===== src/rtl/adc_seq_pkg.sv =====
package adc_seq_pkg;
  typedef enum logic [1:0] {
    CH_KEEP   = 2'd0,
    CH_ZERO   = 2'd1,
    CH_TOGGLE = 2'd2
  } ch_act_e;
endpackage


===== src/rtl/adc_seq_frame.sv =====
module adc_seq_frame #(
  parameter int CNT_W = 5
) (
  input  logic             clk,
  input  logic             rst,
  input  logic             frame_n_i,
  input  logic             sclk_rise_i,
  output logic             active_o,
  output logic             fin_o,
  output logic [CNT_W-1:0] cnt_o
);
  logic fs_prev;

  assign active_o = ~frame_n_i;
  assign fin_o    = ~fs_prev & frame_n_i;

  always_ff @(posedge clk) begin
    if (rst) begin
      fs_prev <= 1'b1;
      cnt_o   <= '0;
    end else begin
      fs_prev <= frame_n_i;
      if (frame_n_i) begin
        cnt_o <= '0;
      end else if (sclk_rise_i && (cnt_o != {CNT_W{1'b1}})) begin
        cnt_o <= cnt_o + 1'b1;
      end
    end
  end
endmodule


===== src/rtl/adc_seq_conv.sv =====
module adc_seq_conv #(
  parameter int RES_W       = 12,
  parameter int CNT_W       = 5,
  parameter int FRAME_LEN   = 16,
  parameter int CONV_CYCLES = 30
) (
  input  logic             clk,
  input  logic             rst,
  input  logic             active_i,
  input  logic             sclk_rise_i,
  input  logic             fin_i,
  input  logic [CNT_W-1:0] cnt_i,
  input  logic [RES_W-1:0] conv_data_i,
  output logic             busy_o,
  output logic             done_now_o,
  output logic             done_seen_o,
  output logic             valid_o,
  output logic [RES_W-1:0] result_o
);
  localparam int T_W = $clog2(CONV_CYCLES + 1);
  localparam logic [CNT_W-1:0] LAUNCH_AT = CNT_W'(FRAME_LEN - 1);
  localparam logic [T_W-1:0]   T_LOAD    = T_W'(CONV_CYCLES - 1);

  logic [T_W-1:0] tmr;
  logic           launch;

  assign launch     = active_i & sclk_rise_i & (cnt_i == LAUNCH_AT);
  assign done_now_o = busy_o & (tmr == '0);

  always_ff @(posedge clk) begin
    if (rst) begin
      busy_o   <= 1'b0;
      tmr      <= '0;
      valid_o  <= 1'b0;
      result_o <= '0;
    end else begin
      valid_o <= done_now_o;
      if (done_now_o) begin
        busy_o   <= 1'b0;
        result_o <= conv_data_i;
      end else if (fin_i && busy_o) begin
        busy_o <= 1'b0;
      end else if (launch) begin
        busy_o <= 1'b1;
        tmr    <= T_LOAD;
      end else if (busy_o) begin
        tmr <= tmr - 1'b1;
      end
    end
  end

  always_ff @(posedge clk) begin
    if (rst || fin_i) begin
      done_seen_o <= 1'b0;
    end else if (done_now_o) begin
      done_seen_o <= 1'b1;
    end
  end
endmodule


===== src/rtl/adc_seq_chan.sv =====
module adc_seq_chan
  import adc_seq_pkg::*;
#(
  parameter int CNT_W     = 5,
  parameter int FRAME_LEN = 16,
  parameter int ZERO_MIN  = 4,
  parameter int ZERO_MAX  = 7
) (
  input  logic             clk,
  input  logic             rst,
  input  logic             fin_i,
  input  logic [CNT_W-1:0] cnt_i,
  input  logic             conv_ok_i,
  output logic             chan_o
);
  localparam logic [CNT_W-1:0] Z_LO = CNT_W'(ZERO_MIN);
  localparam logic [CNT_W-1:0] Z_HI = CNT_W'(ZERO_MAX);
  localparam logic [CNT_W-1:0] FULL = CNT_W'(FRAME_LEN);

  ch_act_e act;

  always_comb begin
    if ((cnt_i >= Z_LO) && (cnt_i <= Z_HI)) begin
      act = CH_ZERO;
    end else if ((cnt_i >= FULL) && conv_ok_i) begin
      act = CH_TOGGLE;
    end else begin
      act = CH_KEEP;
    end
  end

  always_ff @(posedge clk) begin
    if (rst) begin
      chan_o <= 1'b0;
    end else if (fin_i) begin
      case (act)
        CH_ZERO:   chan_o <= 1'b0;
        CH_TOGGLE: chan_o <= ~chan_o;
        default:   chan_o <= chan_o;
      endcase
    end
  end
endmodule


===== src/rtl/adc_seq_sdo.sv =====
module adc_seq_sdo #(
  parameter int RES_W     = 12,
  parameter int CNT_W     = 5,
  parameter bit MSB_FIRST = 1'b1
) (
  input  logic             active_i,
  input  logic [CNT_W-1:0] cnt_i,
  input  logic [RES_W-1:0] result_i,
  output logic             sdo_o
);
  logic [RES_W-1:0] ordered;

  generate
    if (MSB_FIRST) begin : g_msb
      for (genvar g = 0; g < RES_W; g++) begin : g_rev
        assign ordered[g] = result_i[RES_W-1-g];
      end
    end else begin : g_lsb
      assign ordered = result_i;
    end
  endgenerate

  always_comb begin
    sdo_o = 1'b0;
    for (int k = 0; k < RES_W; k++) begin
      if (active_i && (cnt_i == CNT_W'(k))) begin
        sdo_o = ordered[k];
      end
    end
  end
endmodule


===== src/rtl/adc_frame_seq.sv =====
module adc_frame_seq #(
  parameter int RES_W        = 12,
  parameter int SAMPLE_START = 4,
  parameter int SAMPLE_LEN   = 12,
  parameter int CONV_CYCLES  = 30,
  parameter int ZERO_MIN     = 4,
  parameter int ZERO_MAX     = 7
) (
  input  logic             clk,
  input  logic             rst,
  input  logic             frame_n_i,
  input  logic             sclk_rise_i,
  input  logic [RES_W-1:0] conv_data_i,
  output logic             sample_o,
  output logic             busy_o,
  output logic             chan_o,
  output logic             res_valid_o,
  output logic             sdo_o
);
  localparam int FRAME_LEN = SAMPLE_START + SAMPLE_LEN;
  localparam int CNT_W     = $clog2(FRAME_LEN) + 1;
  localparam logic [CNT_W-1:0] S_LO = CNT_W'(SAMPLE_START);
  localparam logic [CNT_W-1:0] S_HI = CNT_W'(FRAME_LEN);

  logic             active;
  logic             fin;
  logic [CNT_W-1:0] cnt;
  logic             done_now;
  logic             done_seen;
  logic [RES_W-1:0] result;

  adc_seq_frame #(.CNT_W(CNT_W)) i_frame (
    .clk(clk), .rst(rst), .frame_n_i(frame_n_i), .sclk_rise_i(sclk_rise_i),
    .active_o(active), .fin_o(fin), .cnt_o(cnt)
  );

  adc_seq_conv #(
    .RES_W(RES_W), .CNT_W(CNT_W), .FRAME_LEN(FRAME_LEN), .CONV_CYCLES(CONV_CYCLES)
  ) i_conv (
    .clk(clk), .rst(rst), .active_i(active), .sclk_rise_i(sclk_rise_i),
    .fin_i(fin), .cnt_i(cnt), .conv_data_i(conv_data_i),
    .busy_o(busy_o), .done_now_o(done_now), .done_seen_o(done_seen),
    .valid_o(res_valid_o), .result_o(result)
  );

  adc_seq_chan #(
    .CNT_W(CNT_W), .FRAME_LEN(FRAME_LEN), .ZERO_MIN(ZERO_MIN), .ZERO_MAX(ZERO_MAX)
  ) i_chan (
    .clk(clk), .rst(rst), .fin_i(fin), .cnt_i(cnt),
    .conv_ok_i(done_seen | done_now), .chan_o(chan_o)
  );

  adc_seq_sdo #(.RES_W(RES_W), .CNT_W(CNT_W), .MSB_FIRST(1'b1)) i_sdo (
    .active_i(active), .cnt_i(cnt), .result_i(result), .sdo_o(sdo_o)
  );

  assign sample_o = active & (cnt >= S_LO) & (cnt < S_HI);
endmodule


===== config.mk =====
export PLATFORM = sky130hd
export DESIGN_NAME = adc_frame_seq
export DESIGN_NICKNAME = d
export VERILOG_FILES = /design/src/rtl/adc_seq_pkg.sv /design/src/rtl/adc_seq_frame.sv /design/src/rtl/adc_seq_conv.sv /design/src/rtl/adc_seq_chan.sv /design/src/rtl/adc_seq_sdo.sv /design/src/rtl/adc_frame_seq.sv
export SDC_FILE = /design/constraint.sdc
export NUM_CORES = 1
export LEC_CHECK = 0
export BUFFER_PORTS_ARGS = -buffer_cell sky130_fd_sc_hd__buf_2
export CAP_MARGIN = 40
export CORE_MARGIN = 1
export CORE_UTILIZATION = 39
export CTS_BUF_LIST = sky130_fd_sc_hd__clkbuf_8
export DETAILED_ROUTE_END_ITERATION = 6
export HOLD_SLACK_MARGIN = 0.05
export PLACE_DENSITY = 0.56
export SYNTH_ARGS = -nofsm -noshare
export SYNTH_HDL_FRONTEND = slang
export SYNTH_HIERARCHICAL = 1
export SYNTH_SLANG_ARGS = --single-unit
export TNS_END_PERCENT = 50

===== constraint.sdc =====
create_clock -name clk -period 3.9 [get_ports clk]
set_input_delay 0.39 -clock clk [delete_from_list [all_inputs] [get_ports clk]]
set_output_delay 0.39 -clock clk [all_outputs]
set_load 0.1 [all_outputs]

==> out/qor.yml, run 1 <==
status: "complete, no violations"
ir_drop_uv: 177
clk_path_buf_depth: 2
power_density_nw_per_um2: 316
critical_path_peak_fanout: 8
ys_seq_elements: 27
hold_viol_final: 0
gp_congestion: 0.746
dpl-instance-area_um2: 1420
yosysSeqAreaShare_pct: 42.2
dr.pass1.iters: 4
core_area_um2: 3080
synth_cell_type_count: 41
fin_skew_ps: 1.63
crit_type: "reg -> out"
post-cts-setup-buffers: 0
fmax_mhz: 438
holdWs_ps: 352
end_kind: "primary output"
cts_root_buffer: "clkbuf_8"
hold_depth: 3
cp-start-kind: "register"
viasPerCell: 4.98
dpl.hpwl_um: 1970
n_antenna_cell: 0
clkTransAtPathRegs_ps: 90
die_w_um: 59.3
min_period_over_period_pct: 58.5
gr-total-overflow: 0
routedWlPerCell_um: 12.4
setup_tns_ps: 0
rr_worst_depth: 9
dp_cells: 210
synth_edf_count: 0
cap_violations: 0
grt_pass1_wl_um: 4550
maxSlewViolCount: 0
fin_nets: 190
vias: 1065
syn_to_final_growth_pct: 14.2
drt_iter0_markers: 50
required_ps: 3510
syn_nets: 170
hold_class: "in -> reg"
cts_buffers: 3
finalInstanceArea_um2: 1460
hold_buffers: 0
postRouteAntennaNets: 0
rsz0062_at_grt: "no"
wl_um: 2650
ys_dominant_reg_cell: "dfxtp_1"
drc_errors: 0
p_leak_nw: 0.516
instances_no_fill: 214
num_io_pins: 21
clock-sinks: 27
yosysWarnings: 6
insertion_delay_ps: 270
htreeDepth: 1
initial_utilization_pct: 41.6
port_buffers: 20
layout_commonest_cell: "nand2_1"
synthesis.area_um2: 1280
tritoncts: "yes"
slew_headroom_pct: 39.5
die-area_um2: 3520
synth-async-reset-ratio_pct: 0
antenna_found_initial: 0
grt_pass1_vias: 1019
crit_arrival_ps: 1890
layout_common_cells: "32 x nand2_1, 27 x dfxtp_1, 20 x buf_2"
syn-mean-instance-area_um2: 8.48
syn_inst: 151
tightest_slew_ps: 901
layout-drive-gt1-share_pct: 21.2
layout_min_cycle_time_ps: 2280
p_total_uw: 461
die_h_um: 59.3
ctsResizeCount: 0
finalSetupViolCount: 0
grt_max_degree: 23
rows: 20
grt_usage_pct: 17.3
[sequential cells by signal, summed over array words and instances, names as in the netlist]
signal              count
i_conv/done_seen_o      1
i_conv/busy_o           1
i_chan/chan_o           1
i_conv/result_o        12
i_conv/valid_o          1
i_conv/tmr              5
i_frame/cnt_o           5
i_frame/fs_prev         1
[critical path: stages, from the launching register on]
cell and delay (ps):
dfxtp_1 520, mux4_2 560, o22ai_2 150, o22ai_1 100, buf_2 300
[power breakdown]
part           leakage, nW  internal (mW)  switching [mW]
sequential           0.218          0.277         0.00226
combinational        0.273         0.0107          0.0150
clock               0.0255         0.0715          0.0847
[metrics by stage]
step	setup slack (ps)	utilization, %
2_1_floorplan	1130	-
3_3_place_gp	1690	46.0
3_5_place_dp	1630	46.0
4_1_cts	1580	47.5
5_1_grt	1280	47.5
6_report	1620	47.5
[cell type report]
| type | count | area [um2] |
|---|---|---|
| well taps | 44 | 55.1 |
| repair buffers | 20 | 100 |
| inverters | 7 | 26.3 |
| flip-flops and latches | 27 | 541 |
| fillers | 323 | 1620 |
| multi-input cells | 112 | 693 |
| clock buffers | 3 | 41.3 |
| clock inverters | 1 | 5.00 |
[worst paths after layout]
path / end / startpoint / slack, ps
worst min-delay path: i_conv/result_o[7] / conv_data_i[7] / 350
worst max register to register: i_chan/chan_o / i_conv/tmr[0] / 1630
worst max-delay path: sdo_o / i_frame/cnt_o[1] / 1620
worst min register to register: i_conv/result_o[11] / i_conv/result_o[11] / 460
[Yosys cell counts, types with 2 or more instances]
cell type   n  area (um2)
nand2_1    32         120
dfxtp_1    27         541
a21oi_1    16        80.1
nor2_1      8        30.0
nor3_1      8        40.0
inv_1       7        26.3
nor4_1      6        37.5
clkbuf_1    4        15.0
ha_1        3        37.5
nand3_1     3        15.0
a211oi_1    2        15.0
nand2b_1    2        12.5
nand3b_1    2        15.0
nor3b_2     2        25.0
o22ai_1     2        12.5
or3_1       2        12.5
[layer usage]
layer,vias to the layer above,part of all wire [%],global-route usage (%),wire length (um)
met2,14,49,29.9,1300
met1,484,49,21.7,1290
li1,565,-,-,-
met5,-,0,0,0
met3,2,1.6,2.62,42
met4,0,0.72,6.12,19
[logic make-up (layout without fill, tap and decap cells)]
family          after synthesis  after routing  share of synthesized area [%]
compound gates               27             27                           13.3
xor+xnor                      2              2                           1.37
fa+ha+maj                     3              3                           2.93
buf+inv                      12             31                           3.62
flops                        27             27                           42.2
mux                           4              4                           5.47
simple gates                 76             76                           31.1
No activity file was read; power rests on OpenSTA's default activity.
==> run 2: changes to the inputs <==
PLACE_DENSITY = 0.58   (was 0.56)
clock period = 1.86 ns   (was 3.9 ns; I/O delays follow)
==> run 2 against run 1 <==
Worst setup slack got worse by 1600 ps. Final cell count rose by 3.7%. Flip-flop and latch count did not move. Clock skew rose by 7.2 ps. Via count rose by 7.0%. Clock power rose by 130%. First-iteration DRC count did not move. Worst hold slack got worse by 220 ps. Total power rose by 120%. Design area rose by 5.7%. Combinational power rose by 140%. Critical endpoint unchanged. Largest power group unchanged.
==> out/qor.yml, run 2 (synthesis results as in run 1) <==
status: "complete, no violations"
cts_buffers: 3  # unchanged
vias: 1140  # +7.0%
hp-start: "conv_data_i[9]"
busiest_layer: "met2"
crit_type: "reg -> out"
die_w_um: 59.3  # unchanged
clk_path_buf_depth: 2  # unchanged
fill_cells: 302  # -6.5%
critical_path_peak_fanout: 7  # -1
htreeDepth: 1  # unchanged
top_register: "i_conv/result_o"
viasPerCell: 5.14  # +3.2%
insertion_delay_ps: 280  # about the same
regToRegStartpoint: "i_conv/tmr[0]"
tightest_slew_ps: 490  # -411 ps
layout_common_cells: "32 x nand2_1, 23 x dfxtp_1, 19 x buf_2"
r2r_end: "i_conv/tmr[2]"
crit_arrival_ps: 1670  # -220 ps
die_h_um: 59.3  # unchanged
setup_ws_ps: 6.30  # -1610 ps
largest_register_ffs: 12  # unchanged
grt_max_degree: 23  # unchanged
grt_pass1_vias: 1135  # +11%
clock-sinks: 27  # unchanged
p_total_uw: 998  # +120%
dr.pass1.iters: 4  # unchanged
routedWlPerCell_um: 12.4  # about the same
grt_util_met1_pct: 24.1  # +2.4 points
finalSetupViolCount: 0  # unchanged
wl_um: 2750  # +3.7%
finalInstanceArea_um2: 1550  # +5.7%
dpl.hpwl_um: 2010  # +1.8%
layout_min_cycle_time_ps: 1850
fmax_mhz: 539
rows: 20  # unchanged
gr-total-overflow: 0  # unchanged
fin_skew_ps: 8.78  # +7.15 ps
dpl-instance-area_um2: 1480  # +4.2%
syn_to_final_growth_pct: 20.7
rr_worst_depth: 6  # -3
grt_pass1_wl_um: 4930  # +8.5%
cts_root_buffer: "clkbuf_8"
fin_nets: 198  # +4.2%
reg_top3: "i_conv/result_o (12), i_conv/tmr (5), i_frame/cnt_o (5)"
hold_viol_final: 0  # unchanged
maxSlewViolCount: 0  # unchanged
rsz0062_at_grt: "yes"
gp_congestion: 0.829  # +11%
antenna_found_initial: 0  # unchanged
use_met3_pct: 4.59  # +2.0 points
min_period_over_period_pct: 99.7
cap_violations: 0  # unchanged
grt_use_met2_pct: 30.2  # +0.32 points
initial_utilization_pct: 41.6  # unchanged
p_leak_nw: 0.563  # +9.2%
layout-drive-gt1-share_pct: 27.5  # +6.4 points
place_ws_ps: 77.9  # -1550 ps
drc_errors: 0  # unchanged
cp-start-kind: "register"
hold_end: "i_conv/result_o[9]"
core_area_um2: 3080  # unchanged
tritoncts: "yes"
hold_class: "in -> reg"
port_buffers: 20  # unchanged
n_antenna_cell: 0  # unchanged
end_kind: "primary output"
r2r_slack_ps: 130  # -1500 ps
postRouteAntennaNets: 0  # unchanged
die-area_um2: 3520  # unchanged
required_ps: 1670  # -1840 ps
slew_headroom_pct: 67.6  # +28 points
grt_usage_pct: 18.5  # +1.2 points
power_density_nw_per_um2: 646  # +100%
drt_iter0_markers: 50  # unchanged
ir_drop_uv: 517  # +190%
clkTransAtPathRegs_ps: 100  # about the same
layout_commonest_cell: "nand2_1"
num_io_pins: 21  # unchanged
hold_depth: 3  # unchanged
## run 2: cell count changes in the layout (fill, tap and decap cells not counted)
cell and delta:
o22ai_1 -1, o22ai_2 +1, buf_6 +1, buf_2 -1, inv_6 +1, dfxtp_4 +1, dfxtp_2 +3, clkinv_2 -1
dfxtp_1 -4, buf_4 +8
## run 2: worst max path at each step
stage          endpoint             start  slack, ps  cells after the start
2_1_floorplan  sample_o  i_frame/cnt_o[2]        -50                      2
3_3_place_gp      sdo_o  i_frame/cnt_o[1]        110                      4
3_5_place_dp      sdo_o  i_frame/cnt_o[1]         80                      4
4_1_cts           sdo_o  i_frame/cnt_o[1]          2                      4
5_1_grt           sdo_o  i_frame/cnt_o[1]        -40                      4
6_report          sdo_o  i_frame/cnt_o[1]          6                      4
## run 2: timing repair
action | in CTS | in global routing
buffers inserted | 0 | 1
gates resized for setup | 5 | 1
hold buffers | 0 | 0
setup endpoints to repair | 1 | 2
## run 2: critical path, stage by stage, from the launching register on
cell and delay (ps):
dfxtp_4 410, mux4_2 520, o22ai_2 170, o22ai_2 100, buf_6 190
## run 2: per-layer routing
metal / routed length, um / up-vias
li1: - / 582
met1: 1350 / 538
met2: 1300 / 18
met3: 82 / 2
met4: 19 / 0
met5: 0 / -
## run 2: where the power goes
part / internal [mW] / switching [mW]
clock network: 0.157 / 0.196
logic: 0.0260 / 0.0346
registers: 0.580 / 0.00382
total: 0.763 / 0.235
## run 2: through the flow
step | utilization (%) | cells | TNS, ps | hold slack (ps)
global route | 50.2 | 222 | -49.1 | 134
global placement | 47.9 | 217 | 0 | 428
floorplan | - | 151 | -84.0 | 255
detailed placement | 47.9 | 217 | 0 | 434
finish | 50.2 | 222 | 0 | 131
CTS | 49.9 | 221 | 0 | 125
## run 2: layout make-up
type	count	area (um2)	area share, %
inverter	7	26.3	1.70
timing repair buffer	28	166	10.8
multi-input combinational	112	699	45.3
clock inverter	1	8.76	0.567
tap	44	55.1	3.56
sequential	27	548	35.5
clock buffer	3	41.3	2.67
==> run 3: changes to the inputs <==
clock period = 1.5 ns   (was 1.86 ns; I/O delays follow)
==> run 3 against run 2 <==
The run now ends with setup timing left. Critical path depth unchanged. Total power up 25%. Combinational power up 59%. Design area up 21%. Register-to-register slack worse by 300 ps. Routed wire length up 14%. Non-clock buffer count up 16. Clock power up 22%. Final cell count up 7.2%. Global-route usage up 0.49 points. Critical path type unchanged. Critical endpoint unchanged.
==> out/qor.yml, run 3 (synthesis results as in run 1) <==
clock-sinks: 27  # unchanged
violations: "setup timing"
vias: 1217  # +6.8%
fmax_mhz: 558
end_kind: "primary output"
layout_commonest_cell: "nand2_1"
gp_congestion: 0.782  # -5.7%
r2r_slack_ps: -170  # -300 ps
grt_max_degree: 23  # unchanged
tightest_slew_ps: 484  # -5.83 ps
crit_type: "reg -> out"
cp-start-kind: "register"
n_antenna_cell: 0  # unchanged
seq_power_share_pct: 57.7  # -0.8 points
crit_slowest_cell: "mux4_2"
cts_root_buffer: "clkbuf_8"
syn_to_final_growth_pct: 46.2
fin_skew_ps: 3.33  # -5.45 ps
required_ps: 1350  # -320 ps
grt_pass1_wl_um: 5040  # +2.1%
hold_buffers: 0  # unchanged
tritoncts: "yes"
postRouteAntennaNets: 0  # unchanged
viasPerCell: 5.11  # -0.42%
die-area_um2: 3520  # unchanged
combPwrFrac_pct: 7.7  # +1.6 points
crit_arrival_ps: 1640  # -30 ps
hold_depth: 3  # unchanged
antenna_found_initial: 0  # unchanged
fin_nets: 214  # +8.1%
dpl-instance-area_um2: 1620  # +10%
num_io_pins: 21  # unchanged
setup_tns_ps: -764  # -764 ps
utilization_pct: 60.8  # +11 points
clkPwrFrac_pct: 34.6  # -0.8 points
cp_cell_sequence: "mux4_2, o22ai_2, o22ai_4, buf_12"
netSwitchingPower_uw: 297  # +26%
cts_buffers: 3  # unchanged
layout-drive-gt1-share_pct: 48.5  # +21 points
routedWlPerCell_um: 13.1  # +6.0%
clkTransAtPathRegs_ps: 100  # about the same
hp-start: "conv_data_i[7]"
hold_end: "i_conv/result_o[7]"
critical_path_peak_fanout: 4  # -3
initial_utilization_pct: 41.6  # unchanged
cpPeakStageDelay_ps: 520  # about the same
finalInstanceArea_um2: 1870  # +21%
drc_errors: 0  # unchanged
core_area_um2: 3080  # unchanged
insertion_delay_ps: 270  # about the same
rows: 20  # unchanged
power_density_nw_per_um2: 665  # +3.0%
rsz0062_at_grt: "yes"
reg_top3: "i_conv/result_o (12), i_conv/tmr (5), i_frame/cnt_o (5)"
maxSlewViolCount: 0  # unchanged
hold_class: "in -> reg"
die_h_um: 59.3  # unchanged
status: "complete, but fails checks"
htreeDepth: 1  # unchanged
p_int_uw: 948  # +24%
holdWs_ps: 107  # -24.6 ps
drt_iter0_markers: 44  # -12%
instances_no_fill: 238  # +7.2%
top_register: "i_conv/result_o"
port_buffers: 20  # unchanged
netSwitchingFraction_pct: 23.8  # +0.31 points
fill_cells: 282  # -6.6%
cap_violations: 0  # unchanged
dr.pass1.iters: 4  # unchanged
finalSetupViolCount: 10  # +10
layout_min_cycle_time_ps: 1790
min_period_over_period_pct: 119
gr-total-overflow: 0  # unchanged
ir_drop_uv: 474  # -8.4%
grt_pass1_vias: 1108  # -2.4%
dp_cells: 227  # +4.6%
r2r_end: "i_frame/cnt_o[3]"
setup_ws_ps: -291  # -297 ps
regToRegStartpoint: "i_frame/cnt_o[1]"
die_w_um: 59.3  # unchanged
grt_usage_pct: 19.0  # +0.49 points
slew_headroom_pct: 68.0  # +0.39 points
rr_worst_depth: 7  # +1
hold_viol_final: 0  # unchanged
clk_path_buf_depth: 2  # unchanged
dpl.hpwl_um: 2170  # +8.3%
p_leak_nw: 0.657  # +17%
largest_register_ffs: 12  # unchanged
layout_common_cells: "32 x nand2_1, 21 x buf_4, 19 x dfxtp_1"
wl_um: 3130  # +14%
==> run 3: changes by cell type in the layout (fill, tap and decap cells not counted), moves of 3 or more <==
cell     delta
a21oi_1     -4
inv_2       +3
dfxtp_1     -4
ha_4        +3
ha_1        -3
nor4_1      -3
dfxtp_4     +3
nor4_2      +3
a21oi_2     +4
buf_4      +13
inv_1       -3
==> run 3: power by group through the flow <==
stage,clock network [mW],registers [mW],logic [mW]
2_1_floorplan,0,0.744,0.0420
3_5_place_dp,0,0.738,0.0874
6_report,0.431,0.718,0.0962
4_1_cts,0.441,0.721,0.0924
5_1_grt,0.475,0.719,0.103
3_3_place_gp,0,0.738,0.0860
==> run 3: final cells by class <==
cell class	instances	area [um2]	share of cell area [%]
clock buffers	3	41.3	2.21
clock inverters	1	6.26	0.334
inverters	7	26.3	1.40
multi-input cells	112	861	46.0
flip-flops and latches	27	561	29.9
well taps	44	55.1	2.94
repair buffers	44	322	17.2
==> run 3: critical path: cells and delay by family, from the launching register on <==
| kind | cells | cell delay (ps) |
|---|---|---|
| flip-flops | 1 | 380 |
| multiplexers | 1 | 520 |
| buffers and inverters | 1 | 170 |
| AO/OA/AOI/OAI | 2 | 300 |
==> run 3: worst max-delay path by stage <==
| stage | startpoint | end | slack, ps | cells after the start |
|---|---|---|---|---|
| after floorplan | i_conv/tmr[0] | i_chan/chan_o | -70 | 10 |
| after global placement | i_frame/cnt_o[1] | sdo_o | -80 | 4 |
| after detailed placement | i_frame/cnt_o[1] | sdo_o | -110 | 4 |
| after CTS | i_frame/cnt_o[1] | sdo_o | -290 | 4 |
| after global routing | i_frame/cnt_o[1] | sdo_o | -320 | 4 |
| final | i_frame/cnt_o[1] | sdo_o | -290 | 4 |
==> run 3: per-layer routing <==
layer / vias up / part of all wire (%) / wire length [um] / track usage, %
li1: 618 / - / - / -
met1: 575 / 46 / 1440 / 25.8
met2: 20 / 50 / 1580 / 31.0
met3: 4 / 2.5 / 79 / 2.62
met4: 0 / 1.1 / 35 / 6.12
met5: - / 0 / 0 / 0
==> run 3: timing repair <==
action | 4_1_cts | 5_1_grt
setup endpoints to repair | 7 | 19
cloned | 0 | 0
setup buffers | 3 | 5
hold endpoints to repair | 0 | 0
gates resized for setup | 11 | 24
pin swaps | 11 | 6
==> run 3: per-stage QoR <==
| step | setup slack [ps] | total power [mW] |
|---|---|---|
| floorplan | -70.3 | 0.786 |
| global placement | -75.6 | 0.824 |
| detailed placement | -109 | 0.826 |
| CTS | -290 | 1.25 |
| global route | -325 | 1.30 |
| finish | -291 | 1.24 |
